$ cat src/rtl/pwm_ar_pkg.sv
package pwm_ar_pkg;

  typedef enum logic [1:0] {
    A_CMP_LO = 2'd0,
    A_CMP_HI = 2'd1,
    A_CHAN   = 2'd2,
    A_ARRAY  = 2'd3
  } reg_addr_e;

  // channel mode byte
  localparam int B_CMP_EN = 0;
  localparam int B_PWM_ON = 1;
  localparam int B_MF_EN  = 2;
  localparam int B_MFLAG  = 3;

  // array control byte
  localparam int B_LEN_LO = 0;
  localparam int B_SEL    = 2;
  localparam int B_OFLAG  = 3;

endpackage

$ cat src/rtl/pwm_ar_detect.sv
module pwm_ar_detect #(
  parameter int CNT_W     = 16,
  parameter int BASE_BITS = 8
) (
  input  logic [CNT_W-1:0] tb_count,
  input  logic             cnt_en,
  input  logic [CNT_W-1:0] cmp_q,
  input  logic             cmp_en,
  input  logic             pwm_on,
  input  logic [1:0]       len_sel,
  output logic             active,
  output logic             ovf_evt,
  output logic             hit_evt
);
  localparam int NSEL = 4;

  logic [CNT_W-1:0] mask_tbl [NSEL];
  logic [CNT_W-1:0] mask;

  generate
    for (genvar g = 0; g < NSEL; g++) begin : g_mask
      assign mask_tbl[g] = CNT_W'((64'd1 << (BASE_BITS + g)) - 64'd1);
    end
  endgenerate

  assign mask    = mask_tbl[len_sel];
  assign active  = pwm_on && (len_sel != 2'd0);
  assign ovf_evt = active && cnt_en && ((tb_count & mask) == '0);
  assign hit_evt = active && cnt_en && cmp_en &&
                   (((tb_count ^ cmp_q) & mask) == '0);

endmodule

$ cat src/rtl/pwm_ar_regs.sv
module pwm_ar_regs
  import pwm_ar_pkg::*;
#(
  parameter int CNT_W  = 16,
  parameter int DATA_W = CNT_W / 2
) (
  input  logic              clk,
  input  logic              rst,
  input  logic              wr_en,
  input  logic              rd_en,
  input  logic [1:0]        addr,
  input  logic [DATA_W-1:0] wr_data,
  input  logic              ovf_evt,
  input  logic              hit_evt,
  output logic [DATA_W-1:0] rd_data,
  output logic [CNT_W-1:0]  cmp_q,
  output logic              cmp_en,
  output logic              pwm_on,
  output logic [1:0]        len_sel
);
  reg_addr_e         a;
  logic [CNT_W-1:0]  rld_q;
  logic              mf_en, mflag, rld_sel, oflag;
  logic [DATA_W-1:0] rd_next;
  logic              wr_lo, wr_hi, wr_chan, wr_array;

  assign a        = reg_addr_e'(addr);
  assign wr_lo    = wr_en && (a == A_CMP_LO);
  assign wr_hi    = wr_en && (a == A_CMP_HI);
  assign wr_chan  = wr_en && (a == A_CHAN);
  assign wr_array = wr_en && (a == A_ARRAY);

  // reload shadow register
  always_ff @(posedge clk) begin
    if (rst) begin
      rld_q <= '0;
    end else if (rld_sel) begin
      if (wr_lo) rld_q[DATA_W-1:0]     <= wr_data;
      if (wr_hi) rld_q[CNT_W-1:DATA_W] <= wr_data;
    end
  end

  // live compare register: the wrap copy takes priority over software
  always_ff @(posedge clk) begin
    if (rst) begin
      cmp_q <= '0;
    end else if (ovf_evt) begin
      cmp_q <= rld_q;
    end else if (!rld_sel) begin
      if (wr_lo) cmp_q[DATA_W-1:0]     <= wr_data;
      if (wr_hi) cmp_q[CNT_W-1:DATA_W] <= wr_data;
    end
  end

  // channel mode byte
  always_ff @(posedge clk) begin
    if (rst) begin
      cmp_en <= 1'b0;
      pwm_on <= 1'b0;
      mf_en  <= 1'b0;
      mflag  <= 1'b0;
    end else begin
      if (wr_lo)      cmp_en <= 1'b0;
      else if (wr_hi) cmp_en <= 1'b1;
      else if (wr_chan) cmp_en <= wr_data[B_CMP_EN];
      if (wr_chan) begin
        pwm_on <= wr_data[B_PWM_ON];
        mf_en  <= wr_data[B_MF_EN];
      end
      if (hit_evt && mf_en)                 mflag <= 1'b1;
      else if (wr_chan && !wr_data[B_MFLAG]) mflag <= 1'b0;
    end
  end

  // array control byte
  always_ff @(posedge clk) begin
    if (rst) begin
      len_sel <= 2'd0;
      rld_sel <= 1'b0;
      oflag   <= 1'b0;
    end else begin
      if (wr_array) begin
        len_sel <= wr_data[B_LEN_LO+1:B_LEN_LO];
        rld_sel <= wr_data[B_SEL];
      end
      if (ovf_evt)                            oflag <= 1'b1;
      else if (wr_array && !wr_data[B_OFLAG]) oflag <= 1'b0;
    end
  end

  // read path, registered
  always_comb begin
    rd_next = '0;
    case (a)
      A_CMP_LO: rd_next = rld_sel ? rld_q[DATA_W-1:0] : cmp_q[DATA_W-1:0];
      A_CMP_HI: rd_next = rld_sel ? rld_q[CNT_W-1:DATA_W] : cmp_q[CNT_W-1:DATA_W];
      A_CHAN: begin
        rd_next[B_CMP_EN] = cmp_en;
        rd_next[B_PWM_ON] = pwm_on;
        rd_next[B_MF_EN]  = mf_en;
        rd_next[B_MFLAG]  = mflag;
      end
      A_ARRAY: begin
        rd_next[B_LEN_LO+1:B_LEN_LO] = len_sel;
        rd_next[B_SEL]               = rld_sel;
        rd_next[B_OFLAG]             = oflag;
      end
      default: rd_next = '0;
    endcase
  end

  always_ff @(posedge clk) begin
    if (rst)        rd_data <= '0;
    else if (rd_en) rd_data <= rd_next;
  end

  p_lo_clears_en_r6: assert property (@(posedge clk) disable iff (rst)
    wr_lo |=> !cmp_en);
  p_hi_sets_en_r6: assert property (@(posedge clk) disable iff (rst)
    wr_hi |=> cmp_en);
  p_reload_copy_r4: assert property (@(posedge clk) disable iff (rst)
    ovf_evt |=> (cmp_q == $past(rld_q)));
  p_oflag_set_r4: assert property (@(posedge clk) disable iff (rst)
    ovf_evt |=> oflag);
  p_oflag_sticky_r10: assert property (@(posedge clk) disable iff (rst)
    (oflag && !(wr_array && !wr_data[B_OFLAG])) |=> oflag);
  p_mflag_sticky_r10: assert property (@(posedge clk) disable iff (rst)
    (mflag && !(wr_chan && !wr_data[B_MFLAG])) |=> mflag);

endmodule

$ cat src/rtl/pwm_ar_pin.sv
module pwm_ar_pin (
  input  logic clk,
  input  logic rst,
  input  logic active,
  input  logic ovf_evt,
  input  logic hit_evt,
  output logic pwm_out
);

  always_ff @(posedge clk) begin
    if (rst)                      pwm_out <= 1'b0;
    else if (!active || ovf_evt)  pwm_out <= 1'b0;
    else if (hit_evt)             pwm_out <= 1'b1;
  end

  p_fall_on_wrap_r4: assert property (@(posedge clk) disable iff (rst)
    ovf_evt |=> !pwm_out);
  p_rise_on_hit_r3: assert property (@(posedge clk) disable iff (rst)
    (hit_evt && !ovf_evt) |=> pwm_out);
  p_idle_low_r2: assert property (@(posedge clk) disable iff (rst)
    !active |=> !pwm_out);
  p_hold_r9: assert property (@(posedge clk) disable iff (rst)
    (active && !ovf_evt && !hit_evt) |=> $stable(pwm_out));

endmodule

$ cat src/rtl/pwm_ar_chan.sv
module pwm_ar_chan #(
  parameter int CNT_W     = 16,
  parameter int BASE_BITS = 8,
  parameter int DATA_W    = CNT_W / 2
) (
  input  logic              clk,
  input  logic              rst,
  input  logic [CNT_W-1:0]  tb_count,
  input  logic              cnt_en,
  input  logic              wr_en,
  input  logic              rd_en,
  input  logic [1:0]        addr,
  input  logic [DATA_W-1:0] wr_data,
  output logic [DATA_W-1:0] rd_data,
  output logic              pwm_out
);
  logic [CNT_W-1:0] cmp_q;
  logic             cmp_en, pwm_on, active, ovf_evt, hit_evt;
  logic [1:0]       len_sel;

  pwm_ar_regs #(.CNT_W(CNT_W), .DATA_W(DATA_W)) u_regs (
    .clk     (clk),
    .rst     (rst),
    .wr_en   (wr_en),
    .rd_en   (rd_en),
    .addr    (addr),
    .wr_data (wr_data),
    .ovf_evt (ovf_evt),
    .hit_evt (hit_evt),
    .rd_data (rd_data),
    .cmp_q   (cmp_q),
    .cmp_en  (cmp_en),
    .pwm_on  (pwm_on),
    .len_sel (len_sel)
  );

  pwm_ar_detect #(.CNT_W(CNT_W), .BASE_BITS(BASE_BITS)) u_detect (
    .tb_count (tb_count),
    .cnt_en   (cnt_en),
    .cmp_q    (cmp_q),
    .cmp_en   (cmp_en),
    .pwm_on   (pwm_on),
    .len_sel  (len_sel),
    .active   (active),
    .ovf_evt  (ovf_evt),
    .hit_evt  (hit_evt)
  );

  pwm_ar_pin u_pin (
    .clk     (clk),
    .rst     (rst),
    .active  (active),
    .ovf_evt (ovf_evt),
    .hit_evt (hit_evt),
    .pwm_out (pwm_out)
  );

  p_no_event_idle_r9: assert property (@(posedge clk) disable iff (rst)
    !cnt_en |=> $stable(pwm_out) || !$past(active));

endmodule

$ cat config.mk
export PLATFORM = sky130hd
export DESIGN_NAME = pwm_ar_chan
export DESIGN_NICKNAME = d
export VERILOG_FILES = /design/src/rtl/pwm_ar_pkg.sv /design/src/rtl/pwm_ar_detect.sv /design/src/rtl/pwm_ar_regs.sv /design/src/rtl/pwm_ar_pin.sv /design/src/rtl/pwm_ar_chan.sv
export SDC_FILE = /design/constraint.sdc
export NUM_CORES = 1
export LEC_CHECK = 0
export ABC_AREA = 0
export BUFFER_PORTS_ARGS = -buffer_cell sky130_fd_sc_hd__buf_2
export CAP_MARGIN = 20
export CELL_PAD_IN_SITES_DETAIL_PLACEMENT = 0
export CELL_PAD_IN_SITES_GLOBAL_PLACEMENT = 2
export CORE_MARGIN = 3
export CORE_UTILIZATION = 35
export CTS_CLUSTER_DIAMETER = 30
export CTS_CLUSTER_SIZE = 20
export DETAILED_ROUTE_END_ITERATION = 8
export PLACE_DENSITY = 0.78
export SLEW_MARGIN = 10
export SYNTH_ARGS = -nofsm -noshare
export SYNTH_HDL_FRONTEND = slang
export SYNTH_SLANG_ARGS = --single-unit
$ cat constraint.sdc
create_clock -name clk -period 1.95 [get_ports clk]
set_clock_uncertainty 0.15 [all_clocks]
set_input_delay 0.2925 -clock clk [delete_from_list [all_inputs] [get_ports clk]]
set_output_delay 0.2925 -clock clk [all_outputs]
set_load 0.005 [all_outputs]
======== Yosys cells after proc, flatten, opt, wreduce, memory -nomap -nowiden ========
Index checks and enable logic that the tools add are counted.
operators by class
  order comparisons ....................... 1
  equality and inequality tests ........... 4
  muxes and demuxes ....................... 17
  bitwise logic cells ..................... 4
  reductions and logical operators ........ 30
operators with widths
  kind                                                                   count
  16-bit two-way mux                                                     4
  16-bit bitwise AND                                                     2
  16-bit binary-select mux with 2-bit select                             1
  16-bit logical NOT                                                     2
  8-bit two-way mux                                                      4
  4-bit one-hot mux with 4 select lines                                  1
  16-bit XOR                                                             1
  1-bit logical AND                                                      12
  2-bit nonzero test                                                     6
  4-bit one-hot mux with 2 select lines                                  1
  2-bit AND reduction                                                    4
  1-bit two-way mux                                                      6
  2-bit equality test, second input constant                             2
  2-bit OR reduction                                                     2
  3-bit greater-or-equal comparator, second input constant               1
  2-bit NOT with 3-bit output                                            1
  2-bit by 1-bit equality test with 1-bit output, second input constant  1
  1-bit logical NOT                                                      2
  2-bit logical NOT                                                      1
  2-bit by 1-bit != test with 1-bit output, second input constant        1
  1-bit logical OR                                                       1
storage, ports and cells
  register bits after elaboration ......... 49
  input port bits ......................... 31
  output and inout port bits .............. 9
  logic and storage cells ................. 69

======== Logic depth before layout (Yosys ltp) ========
Gate-level depths: netlist (run 1).
  word-level depth ........................ 9
  mapped depth ............................ 7
  depth with buffers taken out ............ 4

======== Cells and area by module ========
From an unflattened synthesis (run 1), not the netlist that was laid out.
second synthesis, totals
  cell total of the unflattened synthesis .. 274
  area, all modules ....................... 2527.4 sq um
by module, submodules not included
  module         instances  cells an instance  area each (sq um)  sequential area each (sq um)
  pwm_ar_regs    1          244                2287.2             960.9
  pwm_ar_detect  1          27                 201.4              0.0
  pwm_ar_pin     1          3                  38.8               20.0

======== Least setup slack after synthesis (run 1) ========
OpenSTA, ideal clock, no wires.
  path kind ............................... input to register
  start ................................... input port tb_count[3]
  end ..................................... register u_regs.cmp_q[10]
  library setup time ...................... 80 ps
  arrival time ............................ 1417 ps
  data required time ...................... 1720 ps
  slack ................................... 303 ps
  cell stages on the path ................. 6
  buffers on the path ..................... 2
  cells stage by stage .................... nor3_1 -> nand4_4 -> or2_1 -> buf_6 -> buf_6 -> a211oi_2
between the ends
  word-level cells in the longest chain between the ends .. 5
  elaborated cells between the ends (all ways) .. 7
  those cells by class .................... eq/ne: 1; mux: 1; bitwise: 1; reduce/logical: 4
ends and longest elaborated chain
  item                                                                                      line                 text
  from (decl)                                                                               pwm_ar_chan.sv:8     input logic [CNT_W-1:0] tb_count,
  16-bit bitwise AND *                                                                      pwm_ar_detect.sv:28  assign ovf_evt = active && cnt_en && ((tb_count & mask) == '0);
  16-bit logical NOT *                                                                      pwm_ar_detect.sv:28
  1-bit logical AND *                                                                       pwm_ar_detect.sv:28
  2-bit by 1-bit != test with 1-bit output (no line) or 2-bit nonzero test (tied branches)  n/a
  2-bit AND reduction (no line)                                                             n/a
  to (signal assigned)                                                                      pwm_ar_regs.sv:48    cmp_q <= rld_q;
  to (signal, indexed assignment)                                                           pwm_ar_regs.sv:50    if (wr_lo) cmp_q[DATA_W-1:0] <= wr_data;
  to (signal, indexed assignment)                                                           pwm_ar_regs.sv:51    if (wr_hi) cmp_q[CNT_W-1:DATA_W] <= wr_data;
  to (decl)                                                                                 pwm_ar_regs.sv:16    output logic [CNT_W-1:0] cmp_q,
Every way passes the cells marked *; elsewhere a longest branch is shown, timed or not.
A chain may end at the register's enable or synchronous reset.

======== Worst setup path after layout (run 1) ========
  start ................................... register u_regs.len_sel[1]
  end ..................................... register u_pin.pwm_out
between the ends
  word-level cells in the longest chain between the ends .. 9
  elaborated cells between the ends (all ways) .. 17
  those cells by class .................... mux: 3; bitwise: 3; reduce/logical: 11
ends and longest elaborated chain
  item                                                    line                 text
  from (decl)                                             pwm_ar_regs.sv:19    output logic [1:0] len_sel
  from (signal assigned)                                  pwm_ar_regs.sv:83    len_sel <= wr_data[B_LEN_LO+1:B_LEN_LO];
  2-bit NOT with 3-bit output (implied by the code)       pwm_ar_detect.sv:26  assign mask = mask_tbl[len_sel];
  16-bit binary-select mux with 2-bit select              pwm_ar_detect.sv:26
  16-bit two-way mux (implied by the code) (2 in series)  pwm_ar_detect.sv:26
  16-bit bitwise AND                                      pwm_ar_detect.sv:28
  16-bit logical NOT                                      pwm_ar_detect.sv:28
  1-bit logical AND                                       pwm_ar_detect.sv:28
  1-bit logical OR                                        pwm_ar_pin.sv:12     else if (!active || ovf_evt) pwm_out <= 1'b0;
  2-bit OR reduction (no line)                            n/a
  to (signal assigned)                                    pwm_ar_pin.sv:11     if (rst) pwm_out <= 1'b0;
  to (signal assigned)                                    pwm_ar_pin.sv:12
  to (signal assigned)                                    pwm_ar_pin.sv:13     else if (hit_evt) pwm_out <= 1'b1;
  to (decl)                                               pwm_ar_pin.sv:7      output logic pwm_out
Parallel ways exist; a longest one is shown, timed or not. The select of a mux whose other input is x is not followed.

==> results_dict.tcl, run 1 <==
set metrics [dict create \
    outcome "finished, final reports clean" \
    pre_cts_ws_ns 0.155 \
    finalHoldViolations 0 \
    timing.final.crit_period_ns 1.75 \
    crit_required_ns 2.03 \
    effective_utilization_at_floorplan_pct 36.4 \
    criticalPathCategory "register to register" \
    critPathLaunchType "register" \
    p_leak_uw 0.00112 \
    cts.clk_slew.worst_paths_ns 0.09 \
    area_enclosed_by_the_die_boundary_sq_um 8200 \
    fp-row-count 30 \
    grt_use_total_pct 17.0 \
    die_width_um 90.5 \
    ys_seq_area_share_pct 39.2 \
    postCtsSetupRepairBufs 0 \
    synth_instances 258 \
    clock_insertion_delay_worst_skew_ns 0.30 \
    critical_path_peak_fanout 7 \
    crit_arrival_ns 1.83 \
    routed_via_density 5.11 \
    worst_hold_path_type "input pin to register" \
    post_synth_and_or_nand_nor_area_fraction_pct 18.0 \
    totalWireLength_um 6600 \
    sort_of_element_at_the_end_of_the_critical_path "register" \
    finalNetCount 327 \
    detailed_route_via_count 2004 \
    clockBufferDepth 2 \
    postCtsResizedCells 0 \
    syn-cell-area_sq_um 2500 \
    timing_max_transition_violations_final 0 \
    worst_case_headroom_to_the_max_slew_limit_pct 69.7 \
    core_area_sq_um 6870 \
    muxShareOfSynthArea_pct 20.4 \
    n_fill_cell 717 \
    grt-ovfl-total 0 \
    power_density_nw_per_um2 670 \
    grt_max_degree 33 \
    final_layout_size_suffix_gt1_share_pct 27.4 \
    fin_tns_setup_ns 0 \
    cap_viol_max_count 0 \
    number_of_enable_flip_flop_cells_after_synthesis 0 \
    gpl.final_weighted_congestion 0.773 \
    cts_tree "built" \
    max_clock_freq_mhz 571 \
    rsz0062_at_grt "no" \
    antenna_violations_before_repair 0 \
    layout-area-overhead-vs-synth_pct 18.1 \
    clk_root_buffer_cell "sky130_fd_sc_hd__clkbuf_8" \
    irDropWorstVdd_v 0.000289 \
    grt_pass1_vias 1970 \
    synth_cell_types 36 \
    worst_pin_slew_ns 0.454 \
    postRouteAntennaNets 0 \
    synth_area_per_cell_sq_um 9.69 \
    synth_fa_ha_area_share_pct 0 \
    ys_seq_elements 49 \
    hpwl_um 4770 \
    postSynth.topFlopCell "sky130_fd_sc_hd__dfxtp_1" \
    chipHeight_um 90.5 \
    io_buffers 34 \
    cts_hold_repair.buffers 0 \
    total_number_of_yosys_warnings 0 \
    finalWorstSetupSlack_ns 0.200 \
    numClockSinks 49 \
    post-route-period-util_pct 89.8 \
    drc 0 \
    setup-violations-final 0 \
    cts_h_tree_depth 2 \
    avgRoutedWirePerCell_um 16.8 \
    hold_ws_ns 0.106 \
    numCtsBuffers 5 \
    post_synth_xor_area_fraction_pct 3.85 \
    synth_compound_gate_area_share_pct 13.7 \
    postSynth.asyncResetShare_pct 0 \
    grt_first_pass_wirelength_um 10900 \
    ioPinCount 40 \
    synth_top_family_by_area "multiplexers" \
    mappedNetlistNets 289 \
    timing.reg2reg.setup_slack_ns 0.20 \
    insertedDiodeCount 0 \
    drt_pass1_iterations 4 \
    drt-initial-drc-count 131 \
]
critical path, stage by stage, from the launching register on:
cell and delay, ns:
sky130_fd_sc_hd__dfxtp_1 0.45, sky130_fd_sc_hd__o211a_1 0.28, sky130_fd_sc_hd__nand3_1 0.08, sky130_fd_sc_hd__or4_1 0.47
sky130_fd_sc_hd__a211oi_1 0.24
synth_stat cells (all sizes together) (2+ instances only):
cell type / number / area (sq um)
dfxtp: 49 / 981
mux2i: 33 / 330
nand2: 24 / 90.1
nor2: 20 / 75.1
a211oi: 17 / 173
nor3: 17 / 85.1
a21oi: 14 / 70.1
buf: 11 / 71.3
clkbuf: 10 / 37.5
xnor2: 10 / 87.6
mux4: 8 / 180
o21ai: 7 / 35.0
nor2b: 6 / 37.5
o22ai: 5 / 31.3
nand2b: 4 / 25.0
inv: 3 / 11.3
nand3: 3 / 15.0
nand4: 3 / 33.8
nor4b: 2 / 17.5
kinds of logic after synthesis:
family                 Yosys count
multiplexers                    41
buffers and inverters           24
XOR/XNOR                        11
AND/OR/NAND/NOR                 86
AO/OA/AOI/OAI                   47
flip-flops                      49
layout make-up:
| type | count | area [sq um] | area share, % |
|---|---|---|---|
| Tap cell | 96 | 120 | 4.07 |
| Multi-Input combinational cell | 185 | 1420 | 48.1 |
| Clock inverter | 2 | 35.0 | 1.19 |
| Clock buffer | 5 | 68.8 | 2.33 |
| Sequential cell | 49 | 981 | 33.2 |
| Timing Repair Buffer | 52 | 318 | 10.8 |
| Inverter | 3 | 11.3 | 0.381 |
metal layers:
metal  track usage, %  routed length, um  vias to the layer above
met5                0                  0                        -
met4             3.83                 53                        0
met3             3.25                200                        5
met2             25.9               2980                       32
met1             24.7               3360                      953
li1                 -                  -                     1014
report_power, final:
| group | leakage, uW | internal [uW] | switching, uW |
|---|---|---|---|
| logic | 0.000673 | 103 | 125 |
| clock network | 0.0000540 | 373 | 340 |
| registers | 0.000397 | 1020 | 16.6 |
through the flow:
step           utilization [%]  area [sq um]  power, uW  std cells
2_1_floorplan                -          2500       1190        258
5_1_grt                   43.0          2950       2080        392
3_5_place_dp              41.5          2850       1290        385
6_report                  43.0          2950       1980        392
3_3_place_gp              41.5          2850       1290        385
4_1_cts                   43.0          2950       2000        392
flip-flops by register name, summed over array words and instances, names as in the netlist:
name / count
u_regs.pwm_on: 1
u_regs.cmp_q: 16
u_regs.cmp_en: 1
u_regs.len_sel: 2
u_regs.rld_sel: 1
u_regs.rld_q: 16
u_pin.pwm_out: 1
u_regs.mflag: 1
u_regs.oflag: 1
u_regs.rd_data: 8
u_regs.mf_en: 1
path summary, 6_finish.rpt:
path / start / end / cells past startpoint
max: u_regs.len_sel[1]$_SDFFE_PP0N_ / u_pin.pwm_out$_SDFFE_PP0P_ / 4
min: wr_data[4] / u_regs.rld_q[12]$_SDFFE_PP0P_ / 3
max reg2reg: u_regs.len_sel[1]$_SDFFE_PP0N_ / u_pin.pwm_out$_SDFFE_PP0P_ / 4
min reg2reg: u_pin.pwm_out$_SDFFE_PP0P_ / u_pin.pwm_out$_SDFFE_PP0P_ / 2
cells in the final DEF, fill, tap and decap left out, drive strengths merged, types with 2 or more instances in the layout:
master  Yosys  layout
nand2b      4       4
a21oi      14      14
o21ai       7       7
o22ai       5       5
xnor2      10      10
mux2i      33      33
clkbuf     10       5
nor4b       2       2
nor2b       6       6
mux4        8       8
nand2      24      24
dfxtp      49      49
inv         3       3
nor3       17      17
nand4       3       3
nor2       20      20
buf        11      52
nand3       3       3
a211oi     17      17
No activity file was read; power rests on OpenSTA's default activity.
==> run 2: changes to the inputs <==
--- a/config.mk
+++ b/config.mk
@@ -10,7 +10,7 @@
 export CAP_MARGIN = 20
 export CELL_PAD_IN_SITES_DETAIL_PLACEMENT = 0
 export CELL_PAD_IN_SITES_GLOBAL_PLACEMENT = 2
-export CORE_MARGIN = 3
+export CORE_MARGIN = 1
 export CORE_UTILIZATION = 35
 export CTS_CLUSTER_DIAMETER = 30
 export CTS_CLUSTER_SIZE = 20
==> constraint.sdc (replaced) <==
create_clock -name clk -period 1.65 [get_ports clk]
set_clock_uncertainty 0.15 [all_clocks]
set_input_delay 0.2475 -clock clk [delete_from_list [all_inputs] [get_ports clk]]
set_output_delay 0.2475 -clock clk [all_outputs]
set_load 0.005 [all_outputs]
==> run 2 against run 1 <==
Against the previous run: first-iteration DRC count is 36% lower; final area rose by 6.3%; utilization grew 2.9 points; flip-flop and latch count did not move; worst hold slack got worse by 0.033 ns.
==> results_dict.tcl, run 2 (synthesized netlist as in run 1, its figures left out) <==
set metrics [dict create \
    cts.clk_slew.worst_paths_ns 0.09 \
    postPlaceCellArea_sq_um 2940 \
    final_common_cell "sky130_fd_sc_hd__dfxtp_1" \
    cap_viol_max_count 0 \
    critical_path_peak_fanout 7 \
    final_layout_size_suffix_gt1_share_pct 35.5 \
    fp-row-count 30 \
    critical_path_endpoint "u_regs.cmp_q[12]$_SDFFE_PP0P_" \
    worst_pin_slew_ns 0.402 \
    layout-area-overhead-vs-synth_pct 25.5 \
    irDropWorstVdd_v 0.000436 \
    ioPinCount 40 \
    timing.reg2reg.setup_slack_ns 0.03 \
    core_area_sq_um 6830 \
    totalWireLength_um 6620 \
    chipHeight_um 86.5 \
    area_enclosed_by_the_die_boundary_sq_um 7490 \
    numClockSinks 49 \
    worst_case_headroom_to_the_max_slew_limit_pct 73.2 \
    effective_utilization_at_floorplan_pct 36.6 \
    cts_h_tree_depth 2 \
    critical_path.reg2reg.endpoint "u_regs.cmp_q[12]$_SDFFE_PP0P_" \
    clockBufferDepth 2 \
    power_density_nw_per_um2 733 \
    outcome "finished, final reports clean" \
    stdcell_count 409 \
    finalNetCount 343 \
    hpwl_um 4820 \
    clk_root_buffer_cell "sky130_fd_sc_hd__clkbuf_8" \
    detailed_route_via_count 2058 \
    gpl.final_weighted_congestion 0.727 \
    crit_required_ns 1.68 \
    drt-initial-drc-count 84 \
    postRouteAntennaNets 0 \
    finalHoldViolations 0 \
    worst-r2r-cell-count 5 \
    criticalPathCategory "register to register" \
    grt_use_total_pct 18.5 \
    finish.instance_area_sq_um 3140 \
    placed_cells_incl_taps 399 \
    timing_max_transition_violations_final 0 \
    max_clock_freq_mhz 617 \
    reg_top3 "u_regs.cmp_q (16), u_regs.rld_q (16), u_regs.rd_data (8)" \
    grt-ovfl-total 0 \
    timing.final.crit_period_ns 1.62 \
    sort_of_element_at_the_end_of_the_critical_path "register" \
    routed_via_density 5.03 \
    die_width_um 86.5 \
    drc 0 \
    numCtsBuffers 5 \
    p_leak_uw 0.00122 \
    reg2reg_from "u_regs.rld_sel$_SDFFE_PP0N_" \
    grt_max_degree 32 \
    cts_hold_repair.buffers 0 \
    commonest_cells_after_routing_fill_and_taps_aside "sky130_fd_sc_hd__dfxtp_1 (44), sky130_fd_sc_hd__buf_2 (34), sky130_fd_sc_hd__buf_4 (32)" \
    io_buffers 34 \
    drt_pass1_iterations 4 \
    grt_first_pass_wirelength_um 10400 \
    n_fill_cell 702 \
    crit_arrival_ns 1.65 \
    setup-violations-final 0 \
    critPathLaunchType "register" \
    insertedDiodeCount 0 \
    cts_tree "built" \
    post-route-period-util_pct 98.2 \
    grt_pass1_vias 2035 \
    clock_insertion_delay_worst_skew_ns 0.30 \
    avgRoutedWirePerCell_um 16.2 \
    worst_hold_path_type "input pin to register" \
    cp-startpoint "u_regs.rld_sel$_SDFFE_PP0N_" \
    antenna_violations_before_repair 0 \
]
## run 2: worst min path at each step
stage	start	cells past startpoint	to
finish	wr_data[4]	3	u_regs.rld_q[12]$_SDFFE_PP0P_
global route	wr_data[6]	3	u_regs.rld_q[14]$_SDFFE_PP0P_
CTS	wr_data[6]	3	u_regs.rld_q[14]$_SDFFE_PP0P_
detailed placement	u_pin.pwm_out$_SDFFE_PP0P_	2	u_pin.pwm_out$_SDFFE_PP0P_
global placement	u_pin.pwm_out$_SDFFE_PP0P_	2	u_pin.pwm_out$_SDFFE_PP0P_
floorplan	wr_data[2]	2	u_regs.rld_q[10]$_SDFFE_PP0P_
## run 2: repair_timing
item,4_1_cts,5_1_grt
gates resized for setup,4,17
pin swaps,1,8
buffers inserted,1,1
endpoints found under the setup margin,16,23
## run 2: through the flow
step	hold WS [ns]	util [%]	setup TNS (ns)	setup WS (ns)	power, uW
after floorplan	0.233	-	0	0.0138	1410
after global placement	0.308	43.1	-0.654	-0.0905	1540
after detailed placement	0.312	43.1	-1.10	-0.138	1540
after CTS	0.0607	44.8	-0.0682	-0.0230	2310
after global routing	0.0627	45.9	-0.0980	-0.0251	2400
final	0.0725	45.9	0	0.0291	2300
## run 2: cell type report
cell class | count | area (sq um) | share of cell area (%)
clock buffer | 7 | 96.3 | 3.07
clock inverter | 1 | 5.00 | 0.159
inverter | 3 | 11.3 | 0.359
multi-input combinational | 185 | 1480 | 47.2
sequential | 49 | 992 | 31.6
tap | 96 | 120 | 3.83
timing repair buffer | 68 | 433 | 13.8
## run 2: critical path: stages (launching register included)
cell and delay (ns):
sky130_fd_sc_hd__dfxtp_1 0.32, sky130_fd_sc_hd__buf_4 0.18, sky130_fd_sc_hd__nor4b_4 0.31, sky130_fd_sc_hd__buf_6 0.20, sky130_fd_sc_hd__mux2i_2 0.25, sky130_fd_sc_hd__a211oi_2 0.09
## run 2: where the power goes
group / switching [uW] / internal (uW) / leakage, uW
combinational: 159 / 145 / 0.000766
sequential: 19.2 / 1210 / 0.000400
clock: 392 / 380 / 0.0000542
## run 2: routing by layer
metal  global-route usage (%)  up-vias  share of wire (%)
li1                         -     1039                  -
met1                     25.3      980                 50
met2                     30.2       27                 46
met3                     2.76       12                2.2
met4                     5.91        0                1.5
met5                        0        -                  0
